**src/rtl/perq_pkg.sv**
```systemverilog
package perq_pkg;

  // Wrap-around increment for a ring of 'depth' slots.
  function automatic int unsigned ring_next(input int unsigned p, input int unsigned depth);
    return (p + 1 == depth) ? 0 : p + 1;
  endfunction

  // Tokens a request releases in its frame: a zero count still gives one.
  function automatic int unsigned burst_len(input int unsigned mc);
    return (mc == 0) ? 1 : mc;
  endfunction

  // Empty slots given an occupancy.
  function automatic int unsigned slots_free(input int unsigned used, input int unsigned depth);
    return depth - used;
  endfunction

endpackage

```
**src/rtl/perq_frame.sv**
```systemverilog
module perq_frame #(
  parameter int unsigned FN_W = 11
) (
  input  logic            clk,
  input  logic            rst_n,
  input  logic            sof,
  input  logic [FN_W-1:0] frame_num,
  output logic            par_odd
);
  logic par_q;
  logic unused_frame_hi;

  assign unused_frame_hi = ^frame_num[FN_W-1:1];

  always_ff @(posedge clk) begin
    if (!rst_n)   par_q <= 1'b0;
    else if (sof) par_q <= frame_num[0];
  end

  assign par_odd = par_q;
endmodule

```
**src/rtl/perq_store.sv**
```systemverilog
module perq_store
  import perq_pkg::*;
#(
  parameter int unsigned DEPTH = 4,
  parameter int unsigned CH_W  = 4,
  parameter int unsigned MC_W  = 2
) (
  input  logic                       clk,
  input  logic                       rst_n,
  input  logic                       push,
  input  logic                       pop,
  input  logic                       arm_all,
  input  logic [CH_W-1:0]            wr_ch,
  input  logic                       wr_odd,
  input  logic [MC_W-1:0]            wr_mcnt,
  output logic                       hd_valid,
  output logic                       hd_armed,
  output logic [CH_W-1:0]            hd_ch,
  output logic                       hd_odd,
  output logic [MC_W-1:0]            hd_mcnt,
  output logic [$clog2(DEPTH+1)-1:0] used
);
  localparam int unsigned PTR_W = (DEPTH > 1) ? $clog2(DEPTH) : 1;
  localparam int unsigned CNT_W = $clog2(DEPTH+1);

  logic [CH_W-1:0] ch_q  [DEPTH];
  logic [MC_W-1:0] mc_q  [DEPTH];
  logic            odd_q [DEPTH];
  logic            vld_q [DEPTH];
  logic            arm_q [DEPTH];
  logic [PTR_W-1:0] rd_q, wr_q;
  logic [CNT_W-1:0] cnt_q;

  for (genvar g = 0; g < DEPTH; g++) begin : g_slot
    logic hit_wr, hit_rd;
    assign hit_wr = push && (wr_q == PTR_W'(g));
    assign hit_rd = pop  && (rd_q == PTR_W'(g));

    always_ff @(posedge clk) begin
      if (hit_wr) begin
        ch_q[g]  <= wr_ch;
        odd_q[g] <= wr_odd;
        mc_q[g]  <= wr_mcnt;
      end
    end

    always_ff @(posedge clk) begin
      if (!rst_n) begin
        vld_q[g] <= 1'b0;
        arm_q[g] <= 1'b0;
      end else begin
        if (hit_wr)      vld_q[g] <= 1'b1;
        else if (hit_rd) vld_q[g] <= 1'b0;
        if (hit_wr)                    arm_q[g] <= 1'b0;
        else if (arm_all && vld_q[g])  arm_q[g] <= 1'b1;
      end
    end
  end

  always_ff @(posedge clk) begin
    if (!rst_n) begin
      rd_q  <= '0;
      wr_q  <= '0;
      cnt_q <= '0;
    end else begin
      if (push) wr_q <= PTR_W'(ring_next(32'(wr_q), DEPTH));
      if (pop)  rd_q <= PTR_W'(ring_next(32'(rd_q), DEPTH));
      case ({push, pop})
        2'b10:   cnt_q <= cnt_q + CNT_W'(1);
        2'b01:   cnt_q <= cnt_q - CNT_W'(1);
        default: cnt_q <= cnt_q;
      endcase
    end
  end

  assign hd_valid = vld_q[rd_q];
  assign hd_armed = arm_q[rd_q];
  assign hd_ch    = ch_q[rd_q];
  assign hd_odd   = odd_q[rd_q];
  assign hd_mcnt  = mc_q[rd_q];
  assign used     = cnt_q;
endmodule

```
**src/rtl/perq_issue.sv**
```systemverilog
module perq_issue
  import perq_pkg::*;
#(
  parameter int unsigned MC_W = 2
) (
  input  logic            clk,
  input  logic            rst_n,
  input  logic            hd_valid,
  input  logic            hd_armed,
  input  logic            hd_odd,
  input  logic [MC_W-1:0] hd_mcnt,
  input  logic            par_odd,
  input  logic            sof,
  output logic            issue,
  output logic            last,
  output logic            retire
);
  logic [MC_W-1:0] sent_q;
  logic [MC_W-1:0] target;
  logic [MC_W-1:0] sent_nx;

  assign target  = MC_W'(burst_len(32'(hd_mcnt)));
  assign sent_nx = sent_q + MC_W'(1);
  assign issue   = hd_valid && hd_armed && (hd_odd == par_odd) && !sof;
  assign last    = issue && (sent_nx == target);
  assign retire  = sof && (sent_q != '0);

  always_ff @(posedge clk) begin
    if (!rst_n)               sent_q <= '0;
    else if (last || retire)  sent_q <= '0;
    else if (issue)           sent_q <= sent_nx;
  end
endmodule

```
**src/rtl/perq_sched.sv**
```systemverilog
module perq_sched
  import perq_pkg::*;
#(
  parameter int unsigned DEPTH = 4,
  parameter int unsigned CH_W  = 4,
  parameter int unsigned MC_W  = 2,
  parameter int unsigned FN_W  = 11
) (
  input  logic                       clk,
  input  logic                       rst_n,
  input  logic                       req_wr,
  input  logic [CH_W-1:0]            req_ch,
  input  logic                       req_odd,
  input  logic [MC_W-1:0]            req_mcnt,
  input  logic                       sof,
  input  logic [FN_W-1:0]            frame_num,
  output logic                       tok_vld,
  output logic [CH_W-1:0]            tok_ch,
  output logic [$clog2(DEPTH+1)-1:0] free_cnt,
  output logic                       ovf
);
  localparam int unsigned CNT_W = $clog2(DEPTH+1);

  logic            par_odd;
  logic            hd_valid, hd_armed, hd_odd;
  logic [CH_W-1:0] hd_ch;
  logic [MC_W-1:0] hd_mcnt;
  logic [CNT_W-1:0] used;
  logic            full;

  // Named internal events
  logic push_ev, refuse_ev, issue_ev, last_ev, retire_ev, pop_ev;
  logic ovf_q;

  assign full      = (used == CNT_W'(DEPTH));
  assign push_ev   = req_wr && !full;
  assign refuse_ev = req_wr && full;
  assign pop_ev    = last_ev || retire_ev;

  perq_frame #(.FN_W(FN_W)) u_frame (
    .clk(clk), .rst_n(rst_n), .sof(sof), .frame_num(frame_num), .par_odd(par_odd)
  );

  perq_store #(.DEPTH(DEPTH), .CH_W(CH_W), .MC_W(MC_W)) u_store (
    .clk(clk), .rst_n(rst_n), .push(push_ev), .pop(pop_ev), .arm_all(sof),
    .wr_ch(req_ch), .wr_odd(req_odd), .wr_mcnt(req_mcnt),
    .hd_valid(hd_valid), .hd_armed(hd_armed), .hd_ch(hd_ch), .hd_odd(hd_odd),
    .hd_mcnt(hd_mcnt), .used(used)
  );

  perq_issue #(.MC_W(MC_W)) u_issue (
    .clk(clk), .rst_n(rst_n), .hd_valid(hd_valid), .hd_armed(hd_armed),
    .hd_odd(hd_odd), .hd_mcnt(hd_mcnt), .par_odd(par_odd), .sof(sof),
    .issue(issue_ev), .last(last_ev), .retire(retire_ev)
  );

  always_ff @(posedge clk) begin
    if (!rst_n)         ovf_q <= 1'b0;
    else if (refuse_ev) ovf_q <= 1'b1;
  end

  assign tok_vld  = issue_ev;
  assign tok_ch   = hd_ch;
  assign free_cnt = CNT_W'(slots_free(32'(used), DEPTH));
  assign ovf      = ovf_q;
endmodule

```
**config.mk**
```make
export PLATFORM = sky130hd
export DESIGN_NAME = perq_sched
export DESIGN_NICKNAME = d
export VERILOG_FILES = /design/src/rtl/perq_pkg.sv /design/src/rtl/perq_frame.sv /design/src/rtl/perq_store.sv /design/src/rtl/perq_issue.sv /design/src/rtl/perq_sched.sv
export SDC_FILE = /design/constraint.sdc
export NUM_CORES = 1
export LEC_CHECK = 0
export BUFFER_PORTS_ARGS = -buffer_cell sky130_fd_sc_hd__buf_2
export CORE_MARGIN = 2
export CORE_UTILIZATION = 36
export CTS_BUF_LIST = sky130_fd_sc_hd__clkbuf_8
export DETAILED_ROUTE_END_ITERATION = 8
export GPL_TIMING_DRIVEN = 0
export PLACE_DENSITY = 0.62
export REMOVE_ABC_BUFFERS = 1
export SLEW_MARGIN = 0
export SYNTH_ARGS = -nofsm -noshare
export SYNTH_HDL_FRONTEND = slang
export SYNTH_SLANG_ARGS = --single-unit
```
**constraint.sdc**
```tcl
create_clock -name clk -period 4.58 [get_ports clk]
set_input_delay 0.916 -clock clk [delete_from_list [all_inputs] [get_ports clk]]
set_output_delay 0.916 -clock clk [all_outputs]
set_load 0.05 [all_outputs]
```
## Word-level counts from Yosys, hierarchy flattened

Memories as Yosys holds them, arrays and structs flattened. A register that Yosys moved wholly into a read port is not among the register bits.
Cells that the tools add are included.

| cells by class | value |
|---|---|
| $add $sub $neg | 6 |
| eq/ne operators | 13 |
| multiplexer cells | 106 |
| bitwise logic cells | 17 |
| reductions and logical operators | 37 |

Operators with widths:

| kind | number |
|---|---|
| $mux W1 | 77 |
| $mux W2 | 25 |
| $logic_and A1 B1 Y1 | 19 |
| $or A1 B1 Y1 | 16 |
| $mux W4 | 3 |
| $reduce_or A4 Y1 | 3 |
| $eq A2 B2 Y1 const B | 5 |
| $eq A3 B3 Y1 const B | 3 |
| $reduce_or A2 Y1 | 4 |
| $add A2 B1 Y3 const B | 2 |
| $eq A2 B1 Y1 const B | 3 |
| $logic_not A2 Y1 | 3 |
| $pmux W3 S2 | 1 |
| $reduce_bool A2 Y1 | 2 |
| $add A3 B1 Y3 const B | 1 |
| $reduce_or A1 Y1 | 3 |
| $sub A3 B1 Y3 const B | 1 |
| $sub A3 B3 Y3 const A | 1 |
| $add A2 B1 Y2 const B | 1 |
| $eq A2 B2 Y1 | 1 |
| $logic_not A1 Y1 | 2 |
| $eq A1 B1 Y1 | 1 |
| $logic_or A1 B1 Y1 | 1 |
| $not A1 Y1 | 1 |

| word-level totals | value |
|---|---|
| flip-flop bits (word level) | 11 |
| memory bits (writable) | 36 |
| input bits | 22 |
| output and inout bits | 9 |
| logic and storage cells | 190 |
| memories | 5 |

Memory list:

| name | depth | bits a word | rd ports | clocked after Yosys merged registers in | write ports | line | source |
|---|---|---|---|---|---|---|---|
| u_store.ch_q | 4 | 4 | 1 | 1 | 1 | perq_store.sv:26 | `logic [CH_W-1:0] ch_q [DEPTH];` |
| u_store.mc_q | 4 | 2 | 1 | 1 | 1 | perq_store.sv:27 | `logic [MC_W-1:0] mc_q [DEPTH];` |
| u_store.arm_q | 4 | 1 | 1 | 1 | 4 | perq_store.sv:30 | `logic arm_q [DEPTH];` |
| u_store.odd_q | 4 | 1 | 1 | 1 | 1 | perq_store.sv:28 | `logic odd_q [DEPTH];` |
| u_store.vld_q | 4 | 1 | 5 | 1 | 4 | perq_store.sv:29 | `logic vld_q [DEPTH];` |

## Depth between registers and ports, before layout

Gate-level depths: netlist of run 1.

| logic depth | value |
|---|---|
| depth after elaboration | 11 |
| mapped depth | 12 |
| gate-level depth less buffers | 11 |

## Hierarchy

A second synthesis of run 1 with hierarchy kept.

| unflattened totals | value |
|---|---|
| cell total of the unflattened synthesis | 163 |
| area, all modules | 2,205.9 um2 |

Modules (own cells, without submodules):

| module | instances | cells each | area an instance (um2) | seq. area each (um2) |
|---|---|---|---|---|
| perq_store | 1 | 129 | 1,915.6 | 1,241.2 |
| perq_issue | 1 | 22 | 175.2 | 40.0 |
| perq_sched | 1 | 9 | 78.8 | 20.0 |
| perq_frame | 1 | 3 | 36.3 | 20.0 |

## Worst setup path after synthesis of run 1

No wires, ideal clock.

| timing | value |
|---|---|
| path type | reg-to-reg |
| from | register (tool-made name) |
| to | register u_store.cnt_q[2], in the netlist u_store.used[2] |
| library setup time | 76 ps |
| arrival | 2,908 ps |
| required time | 4,504 ps |
| slack | 1,597 ps |
| stages on the path, launching flop included | 12 |
| buffers on the path | 1 |
| clock period less this slack | 2,983 ps |
| cells stage by stage | dfxtp_1 > buf_6 > mux4_2 > xor2_1 > or3_4 > o21ai_4 > ha_1 > inv_1 > fa_1 > xor2_1 > or3_1 > a21boi_0 |

RTL lines:

| item | line | source |
|---|---|---|
| to (signal assigned) | perq_store.sv:69 | `2'b10: cnt_q <= cnt_q + CNT_W'(1);` |
| to (signal assigned) | perq_store.sv:70 | `2'b01: cnt_q <= cnt_q - CNT_W'(1);` |
| to (signal assigned) | perq_store.sv:71 | `default: cnt_q <= cnt_q;` |
| to (decl) | perq_store.sv:32 | `logic [CNT_W-1:0] cnt_q;` |

==> results of run 1 <==
cells in the final DEF, fill, tap and decap left out, types with 4 or more instances in the layout:
cell type | Yosys | layout
dfxtp_1 | 15 | 15
ha_1 | 12 | 12
nor2b_1 | 4 | 4
buf_2 | 0 | 20
nor2_1 | 5 | 5
nand2_1 | 21 | 21
mux4_1 | 7 | 7
clkbuf_8 | 0 | 5
a21oi_1 | 5 | 5
inv_1 | 16 | 16
edfxtp_1 | 34 | 34
nand3_1 | 6 | 6
flip-flops by register name, indices dropped and copies added, names as in the netlist, named ones only:
| name | cells |
|---|---|
| u_store.ch_q | 16 |
| u_store.vld_q | 4 |
| u_store.rd_q | 2 |
| ovf | 1 |
| u_store.wr_q | 2 |
| u_frame.par_odd | 1 |
| u_store.odd_q | 4 |
| u_store.arm_q | 4 |
| u_issue.sent_q | 2 |
| u_store.mc_q | 8 |
| u_store.used | 3 |
layer usage:
metal | routed length, um | GRT usage | vias to the layer above | part of all wire
met5 | 0 | 0 | - | 0
met4 | 62 | 0.0500 | 0 | 0.019
met3 | 79 | 0.0264 | 6 | 0.024
met2 | 1600 | 0.178 | 14 | 0.48
met1 | 1580 | 0.146 | 580 | 0.48
li1 | - | - | 613 | -
power by group through the flow:
stage	Combinational [mW]	Sequential, mW	Clock, mW
global route	0.124	0.510	0.283
detailed placement	0.113	0.518	0
floorplan	0.0816	0.520	0
finish	0.111	0.507	0.257
global placement	0.112	0.517	0
CTS	0.113	0.508	0.264
path summary, 6_finish.rpt:
kind | slack [ns] | end | startpoint
setup / recovery | 1.15 | u_store.used[2]$_SDFFE_PN0P_ | flop
hold / removal | 0.46 | u_issue.sent_q[1]$_SDFFE_PP0P_ | u_issue.sent_q[1]$_SDFFE_PP0P_
setup reg to reg | 1.15 | u_store.used[2]$_SDFFE_PN0P_ | flop
hold reg to reg | 0.46 | u_issue.sent_q[1]$_SDFFE_PP0P_ | u_issue.sent_q[1]$_SDFFE_PP0P_
area by class of cell:
cell class                      count  area share
Sequential cell                    49       0.541
Multi-Input combinational cell     90       0.317
Timing Repair Buffer               20      0.0410
Tap cell                           75      0.0384
Clock buffer                        5      0.0282
Inverter                           16      0.0246
Clock inverter                      3      0.0102
logic make-up after synthesis:
| logic type | count (synthesis) | synth area share |
|---|---|---|
| AO/OA/AOI/OAI | 15 | 0.0469 |
| XOR/XNOR | 5 | 0.0200 |
| adder cells (fa/ha/maj) | 13 | 0.0778 |
| buffers and inverters | 22 | 0.0429 |
| flip-flops | 49 | 0.604 |
| multiplexers | 11 | 0.108 |
| AND/OR/NAND/NOR | 46 | 0.101 |
stage by stage:
stage	cells	total power, mW	utilization	hold WS (ns)
6_report	258	0.875	0.415	0.461
5_1_grt	258	0.917	0.415	0.492
4_1_cts	258	0.884	0.415	0.461
3_5_place_dp	250	0.631	0.399	0.448
3_3_place_gp	250	0.629	0.399	0.443
2_1_floorplan	155	0.601	-	0.429
critical path: cells and delay by family (launching register included):
family	cells	cell delay, ns
AND/OR/NAND/NOR	2	0.70
AO/OA/AOI/OAI	2	0.47
buffers and inverters	1	0.06
adder cells (fa/ha/maj)	2	0.61
multiplexers	1	0.59
flip-flops	1	0.61
XOR/XNOR	2	0.31
==> run summary, run 1 <==
Remaining antenna violation count: 0
Vias: 1,213
Worst reg-to-reg path cell count: 10
Worst skew pair latency: 0.30 ns
RSZ-0062 raised after global routing: false
Static leakage: 0.935 nW
PD cells: 358 mW/mm^2
Post_cts resized: 0
Worst Hold Depth: 2
Worst ir drop on vdd: 0.115 mV
Pre-CTS setup slack: 1.13 ns
Worst min path class: flop to flop
Sequential Area: 0.00132 mm^2
Placed Instance Area: 0.00235 mm^2
Die span in y: 82.0 um
1st-iter DRT viols: 74
TritonCTS clock tree: built
Vias in the first global route: 1,198
Cells after synthesis: 161
Yosys cell types: 30
First drt pass iteration count: 4
Die Width: 82.0 um
Critical path type: flop to flop
Drt via density: 4.70
Worst EP required: 4.80 ns
Fill count: 573
Post-Syn Area: 0.00219 mm^2
DIE AREA: 0.00672 mm^2
Cell Chain, Critical Path: mux4_2 > xor2_1 > or3_4 > o21ai_4 > ha_1 > inv_1 > fa_1 > xor2_1 > or3_1 > a21boi_0
Area growth syn-to-layout: 11.6%
CTS max path bufs: 2
Tcrit/Tclk final: 0.748
Psw: 0.231 mW
Hold Violations, Final: 0
DRC Markers: 0
Run status: complete, no violations
Sequential share of the synthesized area: 0.604
Comb pwr share: 0.127
Synth Warn #: 0
Sequential share of power: 0.580
Initial Utilization: 0.372
Clk Tree Root Cell: clkbuf_8
Syn avg cell area: 13.6 um^2
Total Nets Final: 217
CTS Hold Bufs: 0
Slew Viols, Final: 0
Layout cells sized above 1: 0.186
CP Launch Type: flop
Gr ovfl total: 0
Sw Ratio: 0.264
Area of the multi-input gates: 773 um^2
Async S/R FF share, synth: 0
Cell taking the most area after synthesis: edfxtp_1
Initial antenna violation count: 0
Top cell by count, worst path: xor2_1
Slew @ Worst Pin: 0.660 ns
DRT Wirelength: 3.32 mm
HPWL Detailed: 2.30 mm
Clock Sinks: 49
Clock share of power: 0.293
WP data arrival: 3.65 ns
CTS H-tree depth: 2
First-pass GRT wire length: 5.55 mm
PortBufs: 20
Yosys top cell area share: 0.467
Min Clock Period, post-route: 3.43 ns
Row cnt: 28
Skew final: 0.00441 ns
CP max FO: 8
Max Cap Viol: 0
I/O pin count: 31
Main synth FF type: edfxtp_1
GPL Wtd Cong: 0.704
Wirelength per Cell: 12.9 um
Most common cell in the netlist: edfxtp_1
Slew HR: 0.559
Post-synth EDFFs: 34
TritonCTS buffer count: 5
Critical path's slowest cell: dfxtp_1
Diode count: 0
Crit. End Element: flop
Cell internal pwr: 0.644 mW
Commonest cells in the netlist: edfxtp_1, nand2_1, inv_1, dfxtp_1, ha_1
Final setup viols: 0
Setup_tns: 0 ns
GRT Overall Usage: 0.112
Maximum clock frequency: 292 MHz
Final setup margin: 1.15 ns
Seq cells post-synth: 49
Core Footprint: 0.00589 mm^2
Post CTS Setup Buffer Count: 0
Finished Cell Area: 0.00244 mm^2
CTS clk-pin slew, worst paths: 0.09 ns
Largest net degree at the start of global routing: 23
Top cells by area, synth: edfxtp_1, dfxtp_1, mux4_1
Critical Path Max Stage Delay: 0.61 ns
Power figures use the tool's default switching activity.
==> run 2, diff against run 1 <==
==> constraint.sdc (replaced) <==
create_clock -name clk -period 3.6 [get_ports clk]
set_input_delay 0.72 -clock clk [delete_from_list [all_inputs] [get_ports clk]]
set_output_delay 0.72 -clock clk [all_outputs]
set_load 0.05 [all_outputs]
==> run summary, run 2 (synthesis gave the netlist of run 1 again) <==
TritonCTS clock tree: built
Placed Instance Area: 0.00235 mm^2
Clock Sinks: 49
CTS Hold Bufs: 0
GRT Overall Usage: 0.112
Worst min path class: flop to flop
HPWL Detailed: 2.30 mm
Maximum clock frequency: 306 MHz
Slew Viols, Final: 0
Core Footprint: 0.00589 mm^2
Largest register by flop count: u_store.ch_q
CP Launch Type: flop
Cell internal pwr: 0.820 mW
Worst EP required: 3.82 ns
Min Clock Period, post-route: 3.27 ns
Diode count: 0
Most common cell after layout, fill and taps aside: edfxtp_1
CTS max path bufs: 2
Row cnt: 28
Sequential share of power: 0.580
Run status: complete, no violations
Vias in the first global route: 1,198
CP max FO: 8
Commonest non-fill, non-tap cells in the layout: edfxtp_1, nand2_1, buf_2
Tcrit/Tclk final: 0.908
Layout cells sized above 1: 0.191
Hold Violations, Final: 0
First drt pass iteration count: 4
Initial antenna violation count: 0
Slew HR: 0.559
Setup_tns: 0 ns
Wirelength per Cell: 12.9 um
Drt via density: 4.70
PD cells: 455 mW/mm^2
Reg2reg setup slack: 0.33 ns
Largest net degree at the start of global routing: 23
Area growth syn-to-layout: 11.7%
RSZ-0062 raised after global routing: false
Max Cap Viol: 0
WP data arrival: 3.49 ns
I/O pin count: 31
Die Width: 82.0 um
TritonCTS buffer count: 5
Worst reg-to-reg path cell count: 10
1st-iter DRT viols: 74
DRC Markers: 0
Reg2reg end: u_store.used[2]$_SDFFE_PN0P_
First-pass GRT wire length: 5.55 mm
Slew @ Worst Pin: 0.660 ns
Final setup viols: 0
Biggest regs: u_store.ch_q x16, u_store.mc_q x8
Worst ir drop on vdd: 0.146 mV
Static leakage: 0.936 nW
Total Nets Final: 217
Post CTS Setup Buffer Count: 0
Gr ovfl total: 0
Comb pwr share: 0.127
Fill count: 573
CTS clk-pin slew, worst paths: 0.09 ns
DIE AREA: 0.00672 mm^2
Sw Ratio: 0.264
Max reg flops: 16
Clock share of power: 0.293
CP endpoint: u_store.used[2]$_SDFFE_PN0P_
Psw: 0.293 mW
Remaining antenna violation count: 0
Vias: 1,213
Critical path type: flop to flop
CTS H-tree depth: 2
Skew final: 0.00441 ns
DRT Wirelength: 3.32 mm
Clk Tree Root Cell: clkbuf_8
Finished Cell Area: 0.00244 mm^2
Die span in y: 82.0 um
Crit. End Element: flop
GPL Wtd Cong: 0.704
Hold Path Origin: u_issue.sent_q[1]$_SDFFE_PP0P_
Worst skew pair latency: 0.30 ns
Initial Utilization: 0.372
PortBufs: 20
==> run 2: cell counts in the layout (fill, tap and decap cells not counted) <==
Identical to the previous run, type by type.
==> run 2: power by group through the flow <==
stage	Clock, mW	Combinational, mW	Sequential (mW)
finish	0.326	0.141	0.645
global route	0.360	0.157	0.649
CTS	0.335	0.144	0.646
detailed placement	0	0.143	0.659
global placement	0	0.142	0.658
floorplan	0	0.104	0.661
==> run 2: routing by layer <==
metal	routed length, um	GRT usage
met4	62	0.0500
met3	79	0.0264
met1	1580	0.146
met5	0	0
met2	1600	0.178
==> run 2: worst max-delay path, stage by stage (launching register included) <==
cell      delay, ns
dfxtp_2        0.48
mux4_2         0.56
xor2_1         0.15
or3_4          0.40
o21ai_4        0.30
ha_1           0.24
inv_1          0.06
fa_1           0.37
xor2_1         0.16
or3_1          0.30
a21boi_0       0.17
==> run 2: final cells by class <==
| cell class | instances | area, um^2 | area share |
|---|---|---|---|
| clock buffer | 5 | 68.8 | 0.0282 |
| clock inverter | 3 | 25.0 | 0.0102 |
| inverter | 16 | 60.1 | 0.0246 |
| multi-input combinational | 90 | 773 | 0.316 |
| sequential | 49 | 1320 | 0.541 |
| tap | 75 | 93.8 | 0.0384 |
| timing repair buffer | 20 | 100 | 0.0410 |
==> run 2: worst min path at each step <==
stage	end	cells past startpoint
6_report	u_issue.sent_q[1]$_SDFFE_PP0P_	2
5_1_grt	u_issue.sent_q[1]$_SDFFE_PP0P_	2
4_1_cts	u_issue.sent_q[1]$_SDFFE_PP0P_	2
3_5_place_dp	u_issue.sent_q[1]$_SDFFE_PP0P_	2
3_3_place_gp	u_issue.sent_q[1]$_SDFFE_PP0P_	2
2_1_floorplan	u_issue.sent_q[1]$_SDFFE_PP0P_	2
==> run 2: through the flow <==
stage / utilization / hold slack (ns) / cells / setup slack, ns / total power, mW
global route: 0.415 / 0.492 / 258 / 0.142 / 1.17
detailed placement: 0.399 / 0.448 / 250 / 0.150 / 0.802
floorplan: - / 0.429 / 155 / 0.506 / 0.765
finish: 0.415 / 0.461 / 258 / 0.332 / 1.11
global placement: 0.399 / 0.443 / 250 / 0.162 / 0.800
CTS: 0.415 / 0.461 / 258 / 0.122 / 1.12
==> run 2: what timing repair did <==
| item | 4_1_cts | 5_1_grt |
|---|---|---|
| gates resized for setup | 0 | 1 |
| endpoints found under the hold margin | 0 | 0 |
| setup endpoints to repair | 0 | 1 |
